$ cat src/rtl/gpio_irq_pkg.sv
package gpio_irq_pkg;

  localparam int OFF_DIN    = 'h00;
  localparam int OFF_POL    = 'h04;
  localparam int OFF_ECAUSE = 'h08;
  localparam int OFF_EMASK  = 'h0C;
  localparam int OFF_LMASK  = 'h10;

  typedef enum logic [2:0] {
    SEL_DIN,
    SEL_POL,
    SEL_ECAUSE,
    SEL_EMASK,
    SEL_LMASK,
    SEL_NONE
  } rdSel_e;

  typedef struct packed {
    logic   wrPol;
    logic   wrEdgeCause;
    logic   wrEdgeMask;
    logic   wrLevelMask;
    logic   rdEn;
    rdSel_e rdSel;
  } regStrobe_t;

endpackage

$ cat src/rtl/gpio_irq_sync.sv
module gpio_irq_sync #(
  parameter int WIDTH  = 32,
  parameter int STAGES = 2
) (
  input  logic             clk,
  input  logic             rstN,
  input  logic [WIDTH-1:0] asyncIn,
  output logic [WIDTH-1:0] syncOut
);
  logic [STAGES-1:0][WIDTH-1:0] pipe;

  always_ff @(posedge clk or negedge rstN) begin
    if (!rstN) pipe <= '0;
    else       pipe <= {pipe[STAGES-2:0], asyncIn};
  end

  assign syncOut = pipe[STAGES-1];
endmodule

$ cat src/rtl/gpio_irq_ctrl.sv
module gpio_irq_ctrl
  import gpio_irq_pkg::*;
#(
  parameter int ADDR_W = 5
) (
  input  logic              wrEn,
  input  logic              rdEn,
  input  logic [ADDR_W-1:0] addr,
  output regStrobe_t        strb
);
  always_comb begin
    strb = '0;
    strb.rdSel = SEL_NONE;
    strb.rdEn  = rdEn;
    if (wrEn) begin
      strb.wrPol       = (addr == ADDR_W'(OFF_POL));
      strb.wrEdgeCause = (addr == ADDR_W'(OFF_ECAUSE));
      strb.wrEdgeMask  = (addr == ADDR_W'(OFF_EMASK));
      strb.wrLevelMask = (addr == ADDR_W'(OFF_LMASK));
    end
    if      (addr == ADDR_W'(OFF_DIN))    strb.rdSel = SEL_DIN;
    else if (addr == ADDR_W'(OFF_POL))    strb.rdSel = SEL_POL;
    else if (addr == ADDR_W'(OFF_ECAUSE)) strb.rdSel = SEL_ECAUSE;
    else if (addr == ADDR_W'(OFF_EMASK))  strb.rdSel = SEL_EMASK;
    else if (addr == ADDR_W'(OFF_LMASK))  strb.rdSel = SEL_LMASK;
  end
endmodule

$ cat src/rtl/gpio_irq_datapath.sv
module gpio_irq_datapath
  import gpio_irq_pkg::*;
#(
  parameter int NUM_LINES   = 32,
  parameter int GROUP_SIZE  = 8,
  parameter int SYNC_STAGES = 2,
  localparam int NUM_GROUPS = NUM_LINES / GROUP_SIZE
) (
  input  logic                  clk,
  input  logic                  rstN,
  input  logic [NUM_LINES-1:0]  lineIn,
  input  regStrobe_t            strb,
  input  logic [NUM_LINES-1:0]  wrData,
  output logic [NUM_LINES-1:0]  rdData,
  output logic [NUM_GROUPS-1:0] irqGroup
);
  logic [NUM_LINES-1:0] syncLine, adjIn, prevAdj, riseHit;
  logic [NUM_LINES-1:0] polarity, edgeCause, edgeMask, levelMask;
  logic [NUM_LINES-1:0] lineCause, rdNext;

  gpio_irq_sync #(.WIDTH(NUM_LINES), .STAGES(SYNC_STAGES)) u_sync (
    .clk     (clk),
    .rstN    (rstN),
    .asyncIn (lineIn),
    .syncOut (syncLine)
  );

  assign adjIn   = syncLine ^ polarity;
  assign riseHit = adjIn & ~prevAdj;

  always_ff @(posedge clk or negedge rstN) begin
    if (!rstN) begin
      prevAdj   <= '0;
      polarity  <= '0;
      edgeCause <= '0;
      edgeMask  <= '0;
      levelMask <= '0;
    end else begin
      prevAdj <= adjIn;
      if (strb.wrPol)       polarity  <= wrData;
      if (strb.wrEdgeMask)  edgeMask  <= wrData;
      if (strb.wrLevelMask) levelMask <= wrData;
      if (strb.wrEdgeCause) edgeCause <= (edgeCause & wrData) | riseHit;
      else                  edgeCause <= edgeCause | riseHit;
    end
  end

  always_comb begin
    unique case (strb.rdSel)
      SEL_DIN:    rdNext = adjIn;
      SEL_POL:    rdNext = polarity;
      SEL_ECAUSE: rdNext = edgeCause;
      SEL_EMASK:  rdNext = edgeMask;
      SEL_LMASK:  rdNext = levelMask;
      default:    rdNext = '0;
    endcase
  end

  always_ff @(posedge clk or negedge rstN) begin
    if (!rstN)          rdData <= '0;
    else if (strb.rdEn) rdData <= rdNext;
  end

  assign lineCause = (adjIn & levelMask) | (edgeCause & edgeMask);

  for (genvar g = 0; g < NUM_GROUPS; g++) begin : g_group
    assign irqGroup[g] = |lineCause[g*GROUP_SIZE +: GROUP_SIZE];
  end

  // the first active cycle after reset starts with everything cleared
  assert_reset_clear_R1: assert property (@(posedge clk) disable iff (!rstN)
    !$past(rstN) |-> (edgeCause == '0 && edgeMask == '0 && levelMask == '0));

  // a detected step is latched on the next edge, whatever the write
  assert_edge_latch_R4: assert property (@(posedge clk) disable iff (!rstN)
    (riseHit != '0) |=> ((edgeCause & $past(riseHit)) == $past(riseHit)));

  // without a clear write no edge-cause bit falls
  assert_edge_sticky_R4: assert property (@(posedge clk) disable iff (!rstN)
    !strb.wrEdgeCause |=> ((edgeCause & $past(edgeCause)) == $past(edgeCause)));

  // zero data bits clear unless an edge arrives in the same cycle
  assert_clear_R5: assert property (@(posedge clk) disable iff (!rstN)
    strb.wrEdgeCause |=> ((edgeCause & ~$past(wrData) & ~$past(riseHit)) == '0));

  // an unmasked active level always raises some summary output
  assert_level_R3: assert property (@(posedge clk) disable iff (!rstN)
    ((adjIn & levelMask) != '0) |-> (irqGroup != '0));

  // no unmasked cause means all summary outputs low
  assert_quiet_R7: assert property (@(posedge clk) disable iff (!rstN)
    ((adjIn & levelMask) == '0 && (edgeCause & edgeMask) == '0) |-> (irqGroup == '0));

  // read data holds between reads
  assert_read_hold_R8: assert property (@(posedge clk) disable iff (!rstN)
    !strb.rdEn |=> $stable(rdData));
endmodule

$ cat src/rtl/gpio_irq_agg.sv
module gpio_irq_agg
  import gpio_irq_pkg::*;
(
  input  logic        clk,
  input  logic        rstN,
  input  logic [31:0] lineIn,
  input  logic        wrEn,
  input  logic        rdEn,
  input  logic [4:0]  addr,
  input  logic [31:0] wrData,
  output logic [31:0] rdData,
  output logic [3:0]  irqGroup
);
  localparam int NUM_LINES  = 32;
  localparam int GROUP_SIZE = 8;
  localparam int ADDR_W     = 5;

  regStrobe_t strb;

  gpio_irq_ctrl #(.ADDR_W(ADDR_W)) u_ctrl (
    .wrEn (wrEn),
    .rdEn (rdEn),
    .addr (addr),
    .strb (strb)
  );

  gpio_irq_datapath #(
    .NUM_LINES   (NUM_LINES),
    .GROUP_SIZE  (GROUP_SIZE),
    .SYNC_STAGES (2)
  ) u_dp (
    .clk      (clk),
    .rstN     (rstN),
    .lineIn   (lineIn),
    .strb     (strb),
    .wrData   (wrData),
    .rdData   (rdData),
    .irqGroup (irqGroup)
  );
endmodule

$ cat config.mk
export PLATFORM = sky130hd
export DESIGN_NAME = gpio_irq_agg
export DESIGN_NICKNAME = d
export VERILOG_FILES = /design/src/rtl/gpio_irq_pkg.sv /design/src/rtl/gpio_irq_sync.sv /design/src/rtl/gpio_irq_ctrl.sv /design/src/rtl/gpio_irq_datapath.sv /design/src/rtl/gpio_irq_agg.sv
export SDC_FILE = /design/constraint.sdc
export NUM_CORES = 1
export LEC_CHECK = 0
export BUFFER_PORTS_ARGS = -buffer_cell sky130_fd_sc_hd__buf_4
export CORE_MARGIN = 3
export CORE_UTILIZATION = 30
export CTS_CLUSTER_DIAMETER = 60
export DETAILED_ROUTE_END_ITERATION = 10
export PLACE_DENSITY = 0.51
export SLEW_MARGIN = 20
export SYNTH_ARGS = -nofsm -noshare
export SYNTH_HDL_FRONTEND = slang
export SYNTH_HIERARCHICAL = 1
export SYNTH_SLANG_ARGS = --single-unit
$ cat constraint.sdc
create_clock -name clk -period 2.25 [get_ports clk]
set_input_delay 0.225 -clock clk [delete_from_list [all_inputs] [get_ports clk]]
set_output_delay 0.225 -clock clk [all_outputs]
set_load 0.01 [all_outputs]
**Word-level counts from Yosys, hierarchy flattened**

Index checks and enable logic that the tools add are counted.
W data, S select, Z words.

- Reduce and logical (&&, ||, !) cells: 6
- Multiplexer cells: 8
- Equality and inequality tests: 8
- Bitwise logic cells: 9

Operators by type and width:

| cell | count |
|---|---|
| $pmux W32 S5 | 1 |
| $and A32 B32 Y32 | 4 |
| $or A32 B32 Y32 | 3 |
| $mux W32 | 1 |
| $not A32 Y32 | 1 |
| $reduce_or A8 Y1 | 4 |
| $xor A32 B32 Y32 | 1 |
| $mux W3 | 4 |
| $eq A5 B4 Y1 const B | 2 |
| $eq A3 B2 Y1 const B | 2 |
| $eq A5 B3 Y1 const B | 1 |
| $eq A5 B5 Y1 const B | 1 |
| $logic_not A5 Y1 | 1 |
| $mux W4 | 1 |
| $eq A3 B1 Y1 const B | 1 |
| $eq A3 B3 Y1 const B | 1 |
| $logic_not A3 Y1 | 1 |
| $mux W1 | 1 |

- Input port bits: 73
- Logic and storage cells: 39
- Flip-flop bits (word level): 256
- Output and inout port bits: 36

**Longest topological paths before layout**

- Word-level depth: 8
- Mapped depth: 8

**Modules after synthesis**

Netlist, hierarchy kept.

Modules (own cells, without submodules):

| module | cells each | times used | seq. area each (µm²) | area an instance (µm²) |
|---|---|---|---|---|
| gpio_irq_datapath | 700 | 1 | 4804.6 | 8555.7 |
| gpio_irq_sync | 96 | 1 | 1601.5 | 1841.8 |
| gpio_irq_ctrl | 12 | 1 | 0.0 | 90.1 |

**Least setup slack after synthesis**

OpenSTA, ideal clock, no wires.

- Path kind: in2reg
- Start: in addr[2]
- End: reg u_dp.levelMask[10]
- Slack: 0.480 ns
- Stages on the path: 5
- Arrival: 1.646 ns
- Path through: or4b_4 nor3b_2 clkbuf_1 buf_2 mux2_2

RTL lines:

| item | line | RTL |
|---|---|---|
| start: declaration | gpio_irq_agg.sv:9 | `input logic [4:0] addr,` |
| end signal: assignment | gpio_irq_datapath.sv:42 | `if (strb.wrLevelMask) levelMask <= wrData;` |
| end: declaration | gpio_irq_datapath.sv:18 | `logic [NUM_LINES-1:0] polarity, edgeCause, edgeMask, levelMask;` |

**Worst setup path after layout**

- Start: reg u_dp.u_sync.pipe, in the netlist u_dp/u_sync/syncOut[27]
- End: out irqGroup[3]

- Cells in the longest elaborated chain, start to end: 4

Ends and longest elaborated chain:

| item | line | RTL |
|---|---|---|
| start: declaration | gpio_irq_sync.sv:10 | `logic [STAGES-1:0][WIDTH-1:0] pipe;` |
| start signal: assignment | gpio_irq_sync.sv:14 | `else pipe <= {pipe[STAGES-2:0], asyncIn};` |
| $xor A32 B32 Y32 | gpio_irq_datapath.sv:28 | `assign adjIn = syncLine ^ polarity;` |
| via u_dp.adjIn[27] | gpio_irq_datapath.sv:17 | `logic [NUM_LINES-1:0] syncLine, adjIn, prevAdj, riseHit;` |
| $and A32 B32 Y32 | gpio_irq_datapath.sv:64 | `assign lineCause = (adjIn & levelMask) \| (edgeCause & edgeMask);` |
| $or A32 B32 Y32 | gpio_irq_datapath.sv:64 |  |
| $reduce_or A8 Y1 | gpio_irq_datapath.sv:67 | `assign irqGroup[g] = \|lineCause[g*GROUP_SIZE +: GROUP_SIZE];` |
| end: declaration | gpio_irq_agg.sv:12 | `output logic [3:0] irqGroup` |

The timed path passes the listed nets, and every way through them passes these cells.

==> reports/metrics.yaml <==
status:
  status: "finished clean"
synth:
  ys_warn_count: 6
  synth.distinct_cells: 37
  syn_area_per_cell_um2: 13.0
  syn_inst: 808
  synth-seq-area-share_pct: 61.1
  synth_area_um2: 10500
  syn_nets: 881
  ys_async_sr_fraction_pct: 100
  synth_edf_count: 0
  synth_seq_cells: 256
  synthFlopType: "dfrtp_1"
sta:
  setup_viol: 0
  slew_headroom_pct: 49.4
  finalCriticalPeriod_ns: 2.22
  setup_tns_ns: 0
  worstMarginPinSlew_ns: 0.755
  fmax_ghz: 0.451
  finalCritPeriodShare_pct: 98.6
  rsz0062_at_grt: "true"
  hold_viol: 0
  final.setup_skew_ns: 0.0157
  maxSlewViolCount: 0
grt:
  grt_pass1_wl_um: 43300
  grt_start_max_net_pins: 63
  grt.total_usage_pct: 15.0
  grt.overflow.total: 0
  antenna_found_initial: 0
  grt_pass1_vias: 7272
placement:
  gp_congestion: 0.760
  dp_hpwl_um: 17800
  dp_cells: 1320
  numPortBuffers: 108
route:
  num_vias: 6951
  wl_um: 27700
  via_per_inst: 4.80
  drc_errors: 0
  drt_iter0_drc: 415
  wl_per_cell_um: 19.2
  drt-pass1-iter-count: 4
  detail-route-antenna-nets: 0
run:
  drv_cap: 0
finish:
  n_antenna_cell: 0
  finalNonFillerCells: 1448
  final_common_cell: "dfrtp_1"
  n_fill_cell: 3238
  seqCellArea_um2: 6410
  final_cell_mix: "253 x dfrtp_1, 138 x buf_4, 97 x mux2_2"
  final_net_count: 1051
  drive_gt1_share_pct: 34.3
  multi_input_area_um2: 3530
  syn_to_final_growth_pct: 29.4
worst_setup_path:
  crit_type: "reg2out"
  startpoint_type: "flip-flop"
  cp_max_fo: 3
  cp.required_ns: 2.03
  end_kind: "primary output"
  cp.arrival_ns: 1.99
die:
  start_util_pct: 30.9
  coreArea_um2: 34000
  io-pin-count: 109
  die_w_um: 193
  die_area_um2: 37200
  rows: 67
  die_h_um: 193
power_and_ir_drop:
  power_density_nw_per_um2: 870
  leakage_nw: 6.04
  vdd_ir_drop_max_mv: 0.550
  finalPower_mw: 11.8
clock_network:
  tritoncts: "yes"
  cts_buffers: 30
  path_clk_slew_ns: 0.06
  cts_max_path_buffers: 3
  cts-root-buf: "clkbuf_16"
  clk_latency_ns: 0.55
  clock_sinks: 256
  htree_levels: 1
hold_path:
  hold_class: "in2reg"
registers in the layout, indices dropped and copies added, names as in the netlist:
name and count:
u_dp/edgeCause 32, u_dp/edgeMask 32, u_dp/levelMask 32, u_dp/polarity 32, u_dp/prevAdj 32, u_dp/rdData 32
u_dp/u_sync/pipe 32, u_dp/u_sync/syncOut 32
cells by family after synthesis:
kind of cell,count (synthesis),synth area share (%)
AOI/OAI and AO/OA,195,13.5
buffers and inverters,140,6.61
and+or+nand+nor,57,2.78
DFF,256,61.1
xor gates and xnor gates,32,2.67
muxes,128,13.4
Yosys cell counts (16+ instances only):
library cell | n | area (µm²)
a22oi_1 | 39 | 293
o21ai_0 | 65 | 325
clkbuf_1 | 16 | 60.1
buf_2 | 17 | 85.1
buf_4 | 37 | 278
nand2_1 | 33 | 124
xor2_1 | 32 | 280
dfrtp_1 | 256 | 6410
inv_1 | 65 | 244
mux2_2 | 97 | 1090
mux2i_1 | 31 | 310
o22ai_1 | 31 | 194
o221a_2 | 25 | 282
cell type report:
class,count,share of cell area [%]
multi-input combinational,412,26.0
clock buffer,48,6.70
sequential,256,47.2
inverter,65,1.80
tap,448,4.13
clock inverter,6,0.314
timing repair buffer,213,13.8
worst paths after layout:
path | from | endpoint | slack [ns] | cells past startpoint
worst max register to register | u_dp/polarity[23]$_DFFE_PN0P_ | u_dp/rdData[23]$_DFFE_PN0P_ | 0.79 | 5
worst min register to register | u_dp/u_sync/pipe[26]$_DFF_PN0_ | u_dp/u_sync/syncOut[26]$_DFF_PN0_ | 0.34 | 0
max in group asynchronous | rstN | u_dp/edgeCause[24]$_DFF_PN0_ | 1.32 | 3
min in group asynchronous | rstN | u_dp/u_sync/syncOut[26]$_DFF_PN0_ | 0.21 | 2
worst max-delay path | u_dp/u_sync/syncOut[27]$_DFF_PN0_ | irqGroup[3] | 0.03 | 5
worst min-delay path | rdEn | u_dp/rdData[18]$_DFFE_PN0P_ | 0.14 | 2
per-stage QoR:
stage | setup WS, ns | cell area [µm²] | hold WS (ns) | util (%)
floorplan | 0.480 | 10500 | -0.0706 | -
detailed placement | -0.0777 | 11800 | 0.197 | 34.7
global placement | -0.0158 | 11800 | 0.193 | 34.7
finish | 0.0314 | 13600 | 0.136 | 40.0
CTS | -0.00874 | 13500 | 0.115 | 39.7
global route | -0.0284 | 13600 | 0.134 | 40.0
metal layers:
layer | GRT usage, % | vias up | wire length, µm
met4 | 2.81 | 0 | 475
met3 | 2.10 | 38 | 1150
li1 | - | 3200 | -
met1 | 21.8 | 3560 | 13100
met2 | 24.1 | 153 | 13000
met5 | 0 | - | 0
where the power goes:
group          total (mW)  switching (mW)  internal, mW  leakage (nW)
Combinational        1.60           0.753         0.850          2.51
Sequential           5.57           0.396          5.18          3.07
Clock                4.63            1.88          2.75         0.466
Total                11.8            3.03          8.78          6.04
critical path, cell delays in order (launching register included):
cell and delay, ns:
dfrtp_1 0.41, xor2_2 0.21, a22o_1 0.25, a221oi_2 0.27, nand3_1 0.14, buf_4 0.17
what timing repair did:
| action | CTS | global route |
|---|---|---|
| hold endpoints to repair | 207 | 0 |
| pin swaps | 6 | 9 |
| endpoints found under the setup margin | 4 | 4 |
| gates resized for setup | 11 | 9 |
| hold buffers | 65 | 0 |
| setup buffers | 3 | 6 |
Note: power is estimated with default switching activity, not from simulation.
